## src/rtl/cop_pkg.sv

```systemverilog
package cop_pkg;

  localparam int OP_W  = 4;
  localparam int CMD_W = 4;
  localparam int ST_W  = 2;

  localparam logic [ST_W-1:0] LS_I = 2'b00;
  localparam logic [ST_W-1:0] LS_S = 2'b01;
  localparam logic [ST_W-1:0] LS_E = 2'b10;
  localparam logic [ST_W-1:0] LS_M = 2'b11;

  localparam logic [OP_W-1:0] OP_BARRIER = 4'd0;
  localparam logic [OP_W-1:0] OP_FENCE   = 4'd1;
  localparam logic [OP_W-1:0] OP_ICINV   = 4'd2;
  localparam logic [OP_W-1:0] OP_DCINV   = 4'd3;
  localparam logic [OP_W-1:0] OP_FLUSH   = 4'd4;
  localparam logic [OP_W-1:0] OP_CLEAN   = 4'd5;
  localparam logic [OP_W-1:0] OP_ZERO    = 4'd6;
  localparam logic [OP_W-1:0] OP_TCH_LD  = 4'd7;
  localparam logic [OP_W-1:0] OP_TCH_ST  = 4'd8;
  localparam logic [OP_W-1:0] OP_TSYNC   = 4'd9;

  localparam logic [CMD_W-1:0] BC_NONE    = 4'd0;
  localparam logic [CMD_W-1:0] BC_SYNC    = 4'd1;
  localparam logic [CMD_W-1:0] BC_ORDER   = 4'd2;
  localparam logic [CMD_W-1:0] BC_ICINV   = 4'd3;
  localparam logic [CMD_W-1:0] BC_KILL    = 4'd4;
  localparam logic [CMD_W-1:0] BC_FLUSH   = 4'd5;
  localparam logic [CMD_W-1:0] BC_CLEAN   = 4'd6;
  localparam logic [CMD_W-1:0] BC_WR_KILL = 4'd7;
  localparam logic [CMD_W-1:0] BC_READ    = 4'd8;
  localparam logic [CMD_W-1:0] BC_TSYNC   = 4'd9;

  typedef struct packed {
    logic [CMD_W-1:0] cmd;
    logic             wr;
    logic [ST_W-1:0]  nxt;
    logic             reload;
    logic             drain;
  } op_plan_t;

  function automatic op_plan_t plan_op(input logic [OP_W-1:0] op,
                                       input logic [ST_W-1:0] st);
    op_plan_t p;
    logic dirty;
    logic absent;
    dirty  = (st == LS_M);
    absent = (st == LS_I);
    p = '{cmd: BC_NONE, wr: 1'b0, nxt: st, reload: 1'b0, drain: 1'b0};
    case (op)
      OP_BARRIER: begin p.cmd = BC_SYNC; p.drain = 1'b1; end
      OP_FENCE:   p.cmd = BC_ORDER;
      OP_TSYNC:   p.cmd = BC_TSYNC;
      OP_ICINV:   begin p.cmd = BC_ICINV; p.wr = 1'b1; p.nxt = LS_I; end
      OP_DCINV:   begin p.cmd = BC_KILL;  p.wr = 1'b1; p.nxt = LS_I; end
      OP_FLUSH: begin
        p.cmd = dirty ? BC_WR_KILL : BC_FLUSH;
        p.wr  = 1'b1;
        p.nxt = LS_I;
      end
      OP_CLEAN: begin
        p.cmd = dirty ? BC_WR_KILL : BC_CLEAN;
        p.wr  = dirty;
        p.nxt = dirty ? LS_E : st;
      end
      OP_ZERO: begin
        p.cmd = st[1] ? BC_NONE : BC_KILL;
        p.wr  = 1'b1;
        p.nxt = LS_M;
      end
      OP_TCH_LD, OP_TCH_ST: begin
        if (absent) begin
          p.cmd    = BC_READ;
          p.wr     = 1'b1;
          p.reload = 1'b1;
        end
      end
      default: ;
    endcase
    return p;
  endfunction

  function automatic logic [ST_W-1:0] reload_state(input logic shared);
    return shared ? LS_S : LS_E;
  endfunction

endpackage

```

## src/rtl/cop_decode.sv

```systemverilog
module cop_decode
  import cop_pkg::*;
(
  input  logic [OP_W-1:0] op_code,
  input  logic [ST_W-1:0] line_state,
  output op_plan_t        plan
);
  always_comb plan = plan_op(op_code, line_state);
endmodule

```

## src/rtl/cop_seq.sv

```systemverilog
module cop_seq
  import cop_pkg::*;
(
  input  logic             clk,
  input  logic             rst_n,
  input  logic             op_valid,
  input  op_plan_t         plan,
  input  logic             mq_empty,
  input  logic             bus_grant,
  input  logic             bus_shared,
  output logic             bus_req,
  output logic [CMD_W-1:0] bus_cmd,
  output logic             busy,
  output logic             line_wr,
  output logic [ST_W-1:0]  line_next,
  output logic             done,
  output logic             accept,
  output logic             grant_edge
);
  typedef enum logic [1:0] {SQ_IDLE, SQ_DRAIN, SQ_REQ, SQ_FIN} seq_st_e;

  seq_st_e          sq_q;
  logic [CMD_W-1:0] cmd_q;
  logic             wr_q;
  logic             reload_q;
  logic [ST_W-1:0]  nxt_q;

  assign accept     = op_valid && (sq_q == SQ_IDLE);
  assign grant_edge = (sq_q == SQ_REQ) && bus_grant;

  always_ff @(posedge clk) begin
    if (!rst_n) begin
      sq_q     <= SQ_IDLE;
      cmd_q    <= BC_NONE;
      wr_q     <= 1'b0;
      reload_q <= 1'b0;
      nxt_q    <= LS_I;
    end else begin
      case (sq_q)
        SQ_IDLE: if (accept) begin
          cmd_q    <= plan.cmd;
          wr_q     <= plan.wr;
          reload_q <= plan.reload;
          nxt_q    <= plan.nxt;
          if (plan.drain)                sq_q <= SQ_DRAIN;
          else if (plan.cmd != BC_NONE)  sq_q <= SQ_REQ;
          else                           sq_q <= SQ_FIN;
        end
        SQ_DRAIN: if (mq_empty) sq_q <= SQ_REQ;
        SQ_REQ: if (bus_grant) begin
          sq_q <= SQ_FIN;
          if (reload_q) nxt_q <= reload_state(bus_shared);
        end
        default: sq_q <= SQ_IDLE;
      endcase
    end
  end

  assign bus_req   = (sq_q == SQ_REQ);
  assign bus_cmd   = bus_req ? cmd_q : BC_NONE;
  assign busy      = (sq_q != SQ_IDLE);
  assign done      = (sq_q == SQ_FIN);
  assign line_wr   = done && wr_q;
  assign line_next = nxt_q;
endmodule

```

## src/rtl/cache_op_seq.sv

```systemverilog
module cache_op_seq
  import cop_pkg::*;
(
  input  logic             clk,
  input  logic             rst_n,
  input  logic             op_valid,
  input  logic [OP_W-1:0]  op_code,
  input  logic [ST_W-1:0]  line_state,
  input  logic             mq_empty,
  input  logic             bus_grant,
  input  logic             bus_shared,
  output logic             bus_req,
  output logic [CMD_W-1:0] bus_cmd,
  output logic             busy,
  output logic             line_wr,
  output logic [ST_W-1:0]  line_next,
  output logic             done
);
  op_plan_t plan;
  logic     accept;
  logic     grant_edge;

  cop_decode u_dec (
    .op_code    (op_code),
    .line_state (line_state),
    .plan       (plan)
  );

  cop_seq u_seq (
    .clk        (clk),
    .rst_n      (rst_n),
    .op_valid   (op_valid),
    .plan       (plan),
    .mq_empty   (mq_empty),
    .bus_grant  (bus_grant),
    .bus_shared (bus_shared),
    .bus_req    (bus_req),
    .bus_cmd    (bus_cmd),
    .busy       (busy),
    .line_wr    (line_wr),
    .line_next  (line_next),
    .done       (done),
    .accept     (accept),
    .grant_edge (grant_edge)
  );
endmodule

```

## config.mk

```make
export PLATFORM = sky130hd
export DESIGN_NAME = cache_op_seq
export DESIGN_NICKNAME = d
export VERILOG_FILES = /design/src/rtl/cop_pkg.sv /design/src/rtl/cop_decode.sv /design/src/rtl/cop_seq.sv /design/src/rtl/cache_op_seq.sv
export SDC_FILE = /design/constraint.sdc
export NUM_CORES = 1
export LEC_CHECK = 0
export BUFFER_PORTS_ARGS = -buffer_cell sky130_fd_sc_hd__buf_2
export CAP_MARGIN = 20
export CELL_PAD_IN_SITES_DETAIL_PLACEMENT = 1
export CELL_PAD_IN_SITES_GLOBAL_PLACEMENT = 1
export CORE_MARGIN = 2
export CORE_UTILIZATION = 31
export CTS_CLUSTER_SIZE = 10
export DETAILED_ROUTE_END_ITERATION = 8
export PLACE_DENSITY_LB_ADDON = 0.1
export SLEW_MARGIN = 10
export SYNTH_ARGS = -nofsm -noshare
export SYNTH_HDL_FRONTEND = slang
export SYNTH_SLANG_ARGS = --single-unit
```

## constraint.sdc

```tcl
create_clock -name clk -period 1.35 [get_ports clk]
set_input_delay 0.0675 -clock clk [delete_from_list [all_inputs] [get_ports clk]]
set_output_delay 0.0675 -clock clk [all_outputs]
set_load 0.05 [all_outputs]
```

# After elaboration in Yosys (flattened, before gate mapping)
# Index checks and enable logic that the tools add are counted.
# word_totals
register_bits	10
inputBits	12
word_cells	59
# op_classes
mux	23
reduce_logical	14
eq_ne	17
# ops
cell	count
$pmux W4 S9	1
$mux W2	10
$eq A4 B3 Y1 const B	4
$pmux W2 S3	2
$eq A4 B2 Y1 const B	2
$eq A4 B4 Y1 const B	2
$ne A2 B2 Y1 const B	4
$eq A2 B2 Y1 const B	3
$mux W1	5
$mux W5	1
$eq A4 B1 Y1 const B	1
$logic_not A2 Y1	2
$logic_not A4 Y1	1
$mux W4	1
$pmux W2 S2	1
$reduce_and A4 Y1	1
$reduce_bool A2 Y1	2
$reduce_bool A4 Y1	1
$reduce_or A4 Y1	1
$mux W3	1
$pmux W1 S3	1
$reduce_and A3 Y1	1
$reduce_or A3 Y1	1
$eq A2 B1 Y1 const B	1
3 further kinds	4

# Longest topological paths before layout
# logic_depth
word_depth	8
depth_mapped	7
ltp_nobuf	6

# By module
# From an unflattened synthesis, not the netlist that was laid out.
# hier_totals
hier_cells	113
area_unflattened_um2	874.6
# by_module_without_submodules
mod	n_inst	cells_per_inst	area_each_um2	seq_area_each_um2
cop_seq	1	71	606.8	200.2
cop_decode	1	42	267.8	0.0

# Least setup slack after synthesis
# OpenSTA, ideal clock, no wires.
# synth_path
path_type	register -> register
start	reg u_seq.sq_q[1]
end	reg u_seq.nxt_q[1] (netlist: u_seq.line_next[1])
path_stages_with_launch	7
t_required_ns	1.276
path_buffers	1
setup_slack_ns	-0.424
arrival_time_ns	1.700
setup_time_ns	0.074
cell_sequence	dfxtp_1 -> ha_1 -> buf_2 -> nand3_1 -> a21oi_1 -> o21ai_0 -> a31oi_1
# synth_lines
element	line_no	source
start: declaration	cop_seq.sv:22	seq_st_e sq_q;
start signal: assignment	cop_seq.sv:33	sq_q <= SQ_IDLE;
start signal: assignment	cop_seq.sv:45	if (plan.drain) sq_q <= SQ_DRAIN;
start signal: assignment	cop_seq.sv:46	else if (plan.cmd != BC_NONE) sq_q <= SQ_REQ;
$eq A2 B2 Y1 (*)	-	
via bus_req	cache_op_seq.sv:12	output logic bus_req,
$ne A2 B2 Y1 (no line) / $reduce_bool A2 Y1 (equally long branches)	-	
$reduce_and A4 Y1 (no line)	-	
end signal: assignment	cop_seq.sv:44	nxt_q <= plan.nxt;
end signal: assignment	cop_seq.sv:52	if (reload_q) nxt_q <= reload_state(bus_shared);
end: declaration	cop_seq.sv:26	logic [ST_W-1:0] nxt_q;
# Mark *: on every way through the listed nets, which the timed path passes. The rest lies on a longest branch.
# A chain may end at the register's enable or synchronous reset.

# Worst setup path after layout
# layout_path
start	reg u_seq.sq_q[1]
end	reg u_seq.sq_q[1]
# layout_via
elab_chain_cells	4
# layout_lines
element	line_no	source
$logic_not A2 Y1	cop_seq.sv:28, cop_seq.sv:39	
$logic_and A1 B1 Y1	cop_seq.sv:28	assign accept = op_valid && (sq_q == SQ_IDLE);
$ne A2 B2 Y1 (no line)	-	
$reduce_and A3 Y1 (no line)	-	
# Parallel ways exist; a longest one is shown, timed or not.

==> impl_metrics.env <==
export IMPL_status="complete, but fails checks"
export IMPL_violations="setup timing"
export IMPL_grt_max_degree=14
export IMPL_max_freq_ghz=0.729
export IMPL_via_count=892
export IMPL_relSlewSlack=0.800
export IMPL_postLayoutCoreUtil=0.510
export IMPL_die_area_um2=2990
export IMPL_hp_class="primary input to flop"
export IMPL_syn_nets=123
export IMPL_synth_warnings=0
export IMPL_antenna_found_initial=0
export IMPL_critPathCaptureType="flop"
export IMPL_synth_top_area_frac=0.252
export IMPL_drt_iter0_drc=8
export IMPL_area_growth_pct=57.4
export IMPL_dp_hpwl_mm=1.85
export IMPL_postSynthAreaPerCell_um2=7.51
export IMPL_ys_seq_area_frac=0.252
export IMPL_async_flop_share=0
export IMPL_grt_usage=0.195
export IMPL_maxSlewViolCount=0
export IMPL_p_clk_frac=0.144
export IMPL_gp_congestion=0.741
export IMPL_final_hold_viol_count=0
export IMPL_ioPinCount=22
export IMPL_grt_pass1_wl_mm=4.11
export IMPL_holdBufCountCts=0
export IMPL_intPower_mw=1.16
export IMPL_drt_wl_total_mm=2.52
export IMPL_numClockSinks=10
export IMPL_synth_cells=106
export IMPL_synth_flop_cell="dfxtp_1"
export IMPL_clock_latency_ps=290
export IMPL_initial_utilization=0.324
export IMPL_critical_path_class="flop to flop"
export IMPL_rsz0062_at_grt="yes"
export IMPL_core_area_um2=2450
export IMPL_h_tree_depth=1
export IMPL_post_route_min_period_ps=1370
export IMPL_p_leak_nw=0.543
export IMPL_layout_common_cells="21 x buf_4, 14 x buf_2, 10 x nand2_1, 8 x dfxtp_1"
export IMPL_combPwrFrac=0.646
export IMPL_nFillCells=301
export IMPL_post_drt_wl_per_cell_um=14.6
export IMPL_fin_ws_ps=-21.8
export IMPL_worst_pin_slew_ps=299
export IMPL_power_density_nw_per_um2=1670
export IMPL_row_count=18
export IMPL_dpl_worst_slack_ps=-65.9
export IMPL_antenna_cells=0
export IMPL_cts_clk_slew_worst_paths_ps=80
export IMPL_cts_root_buffer="clkbuf_4"
export IMPL_fin_skew_ps=7.62
export IMPL_numCtsBuffers=3
export IMPL_cp_max_fo=5
export IMPL_final_layout_size_suffix_gt1_frac=0.476
export IMPL_synth_area_um2=796
export IMPL_final_nets=161
export IMPL_grt_pass1_vias=878
export IMPL_final_common_cell="buf_4"
export IMPL_register_area_um2=205
export IMPL_cts_tree="done"
export IMPL_multi_input_area_um2=616
export IMPL_yosysTopAreaCell="dfxtp_1"
export IMPL_synth_edff_count=0
export IMPL_fin_crit_sh=1.02
export IMPL_die_h_um=54.7
export IMPL_synth_cell_types=34
export IMPL_drv_cap=0
export IMPL_clk_path_buf_depth=2
export IMPL_swShare=0.446
export IMPL_drc=0
export IMPL_synth_area_leaders="dfxtp_1 25%, ha_1 7.9%, and2_1 5.5%"
export IMPL_crit_path_start_kind="flop"
export IMPL_ir_worst_vdd_mv=1.18
export IMPL_antenna_left=0
export IMPL_overflow=0
export IMPL_synth_seq_cells=10
export IMPL_cp_arrival_ps=1570
export IMPL_viasPerCell=5.16
export IMPL_die_width_um=54.7
export IMPL_net_switching_power_uw=933
export IMPL_port_buffers=21
export IMPL_setup_violations=5
export IMPL_drt_pass1_iterations=4
export IMPL_required_ps=1550
export IMPL_seq_power_share=0.210
==> path summary, 6_finish.rpt <==
kind / from / slack [ps] / depth (start not counted) / end
setup / recovery: u_seq.sq_q[1] / -20 / 6 / u_seq.sq_q[1]
hold / removal: bus_shared / 100 / 3 / u_seq.line_next[1]
setup reg to reg: u_seq.sq_q[1] / -20 / 6 / u_seq.sq_q[1]
hold reg to reg: u_seq.reload_q / 470 / 2 / u_seq.reload_q
==> cell families after synthesis <==
| logic type | Yosys count | share of synthesized area |
|---|---|---|
| AO/OA/AOI/OAI | 34 | 0.302 |
| XOR/XNOR | 1 | 0.0110 |
| adder cells (fa/ha/maj) | 5 | 0.0786 |
| buffers and inverters | 17 | 0.0912 |
| flip-flops | 10 | 0.252 |
| AND/OR/NAND/NOR | 39 | 0.266 |
==> flip-flops by register name, summed over array words and instances (netlist names) <==
signal           flops
u_seq.cmd_q          4
u_seq.line_next      2
u_seq.reload_q       1
u_seq.sq_q           2
u_seq.wr_q           1
==> cells in the mapped netlist (all sizes together), types with 2 or more instances <==
library cell,n
nor2b,3
nand3,5
inv,9
a211oi,3
and2,7
nor3,2
ha,5
a21boi,3
a21oi,6
dfxtp,10
o21ai,8
nand2,10
a2111oi,2
a31oi,2
nand2b,2
o221ai,2
nor2,5
buf,7
==> final cells by class <==
type | instances | share of cell area
Timing Repair Buffer | 41 | 0.252
Tap cell | 30 | 0.0300
Sequential cell | 10 | 0.164
Inverter | 9 | 0.0340
Multi-Input combinational cell | 79 | 0.492
Clock buffer | 4 | 0.0290
==> layer usage <==
| metal | vias up | wire [µm] | track usage |
|---|---|---|---|
| met3 | 4 | 87 | 0.0246 |
| met5 | - | 0 | 0 |
| met2 | 19 | 1180 | 0.304 |
| li1 | 451 | - | - |
| met1 | 418 | 1210 | 0.261 |
| met4 | 0 | 43 | 0.100 |
==> stage by stage <==
stage	hold WS, ps	instance area, µm²	total power, mW	cells	setup TNS [ps]
floorplan	214	860	1.22	106	-143
global placement	392	1080	1.52	164	-108
detailed placement	398	1080	1.55	164	-128
CTS	107	1230	2.06	172	-75.5
global route	108	1250	2.23	173	-592
finish	99.3	1250	2.09	173	-78.7
==> worst max-delay path, stage by stage (launching register included) <==
cell and delay (ps):
dfxtp_4 390, inv_4 50, ha_4 160, nor2b_4 140, a221oi_4 240, nand2_1 110
o32ai_2 190
==> power groups by stage <==
stage / clock (mW) / combinational, mW / sequential [mW]
after floorplan: 0 / 0.689 / 0.529
after global placement: 0 / 1.09 / 0.434
after detailed placement: 0 / 1.11 / 0.440
after CTS: 0.301 / 1.32 / 0.440
after global routing: 0.322 / 1.46 / 0.451
final: 0.302 / 1.35 / 0.438
==> repair_timing <==
action / 4_1_cts / 5_1_grt
resized for setup: 28 / 3
hold endpoints to repair: 0 / 0
pin swaps: 6 / 1
buffers inserted: 4 / 1
setup endpoints to repair: 9 / 12
Note: power is estimated with default switching activity, not from simulation.
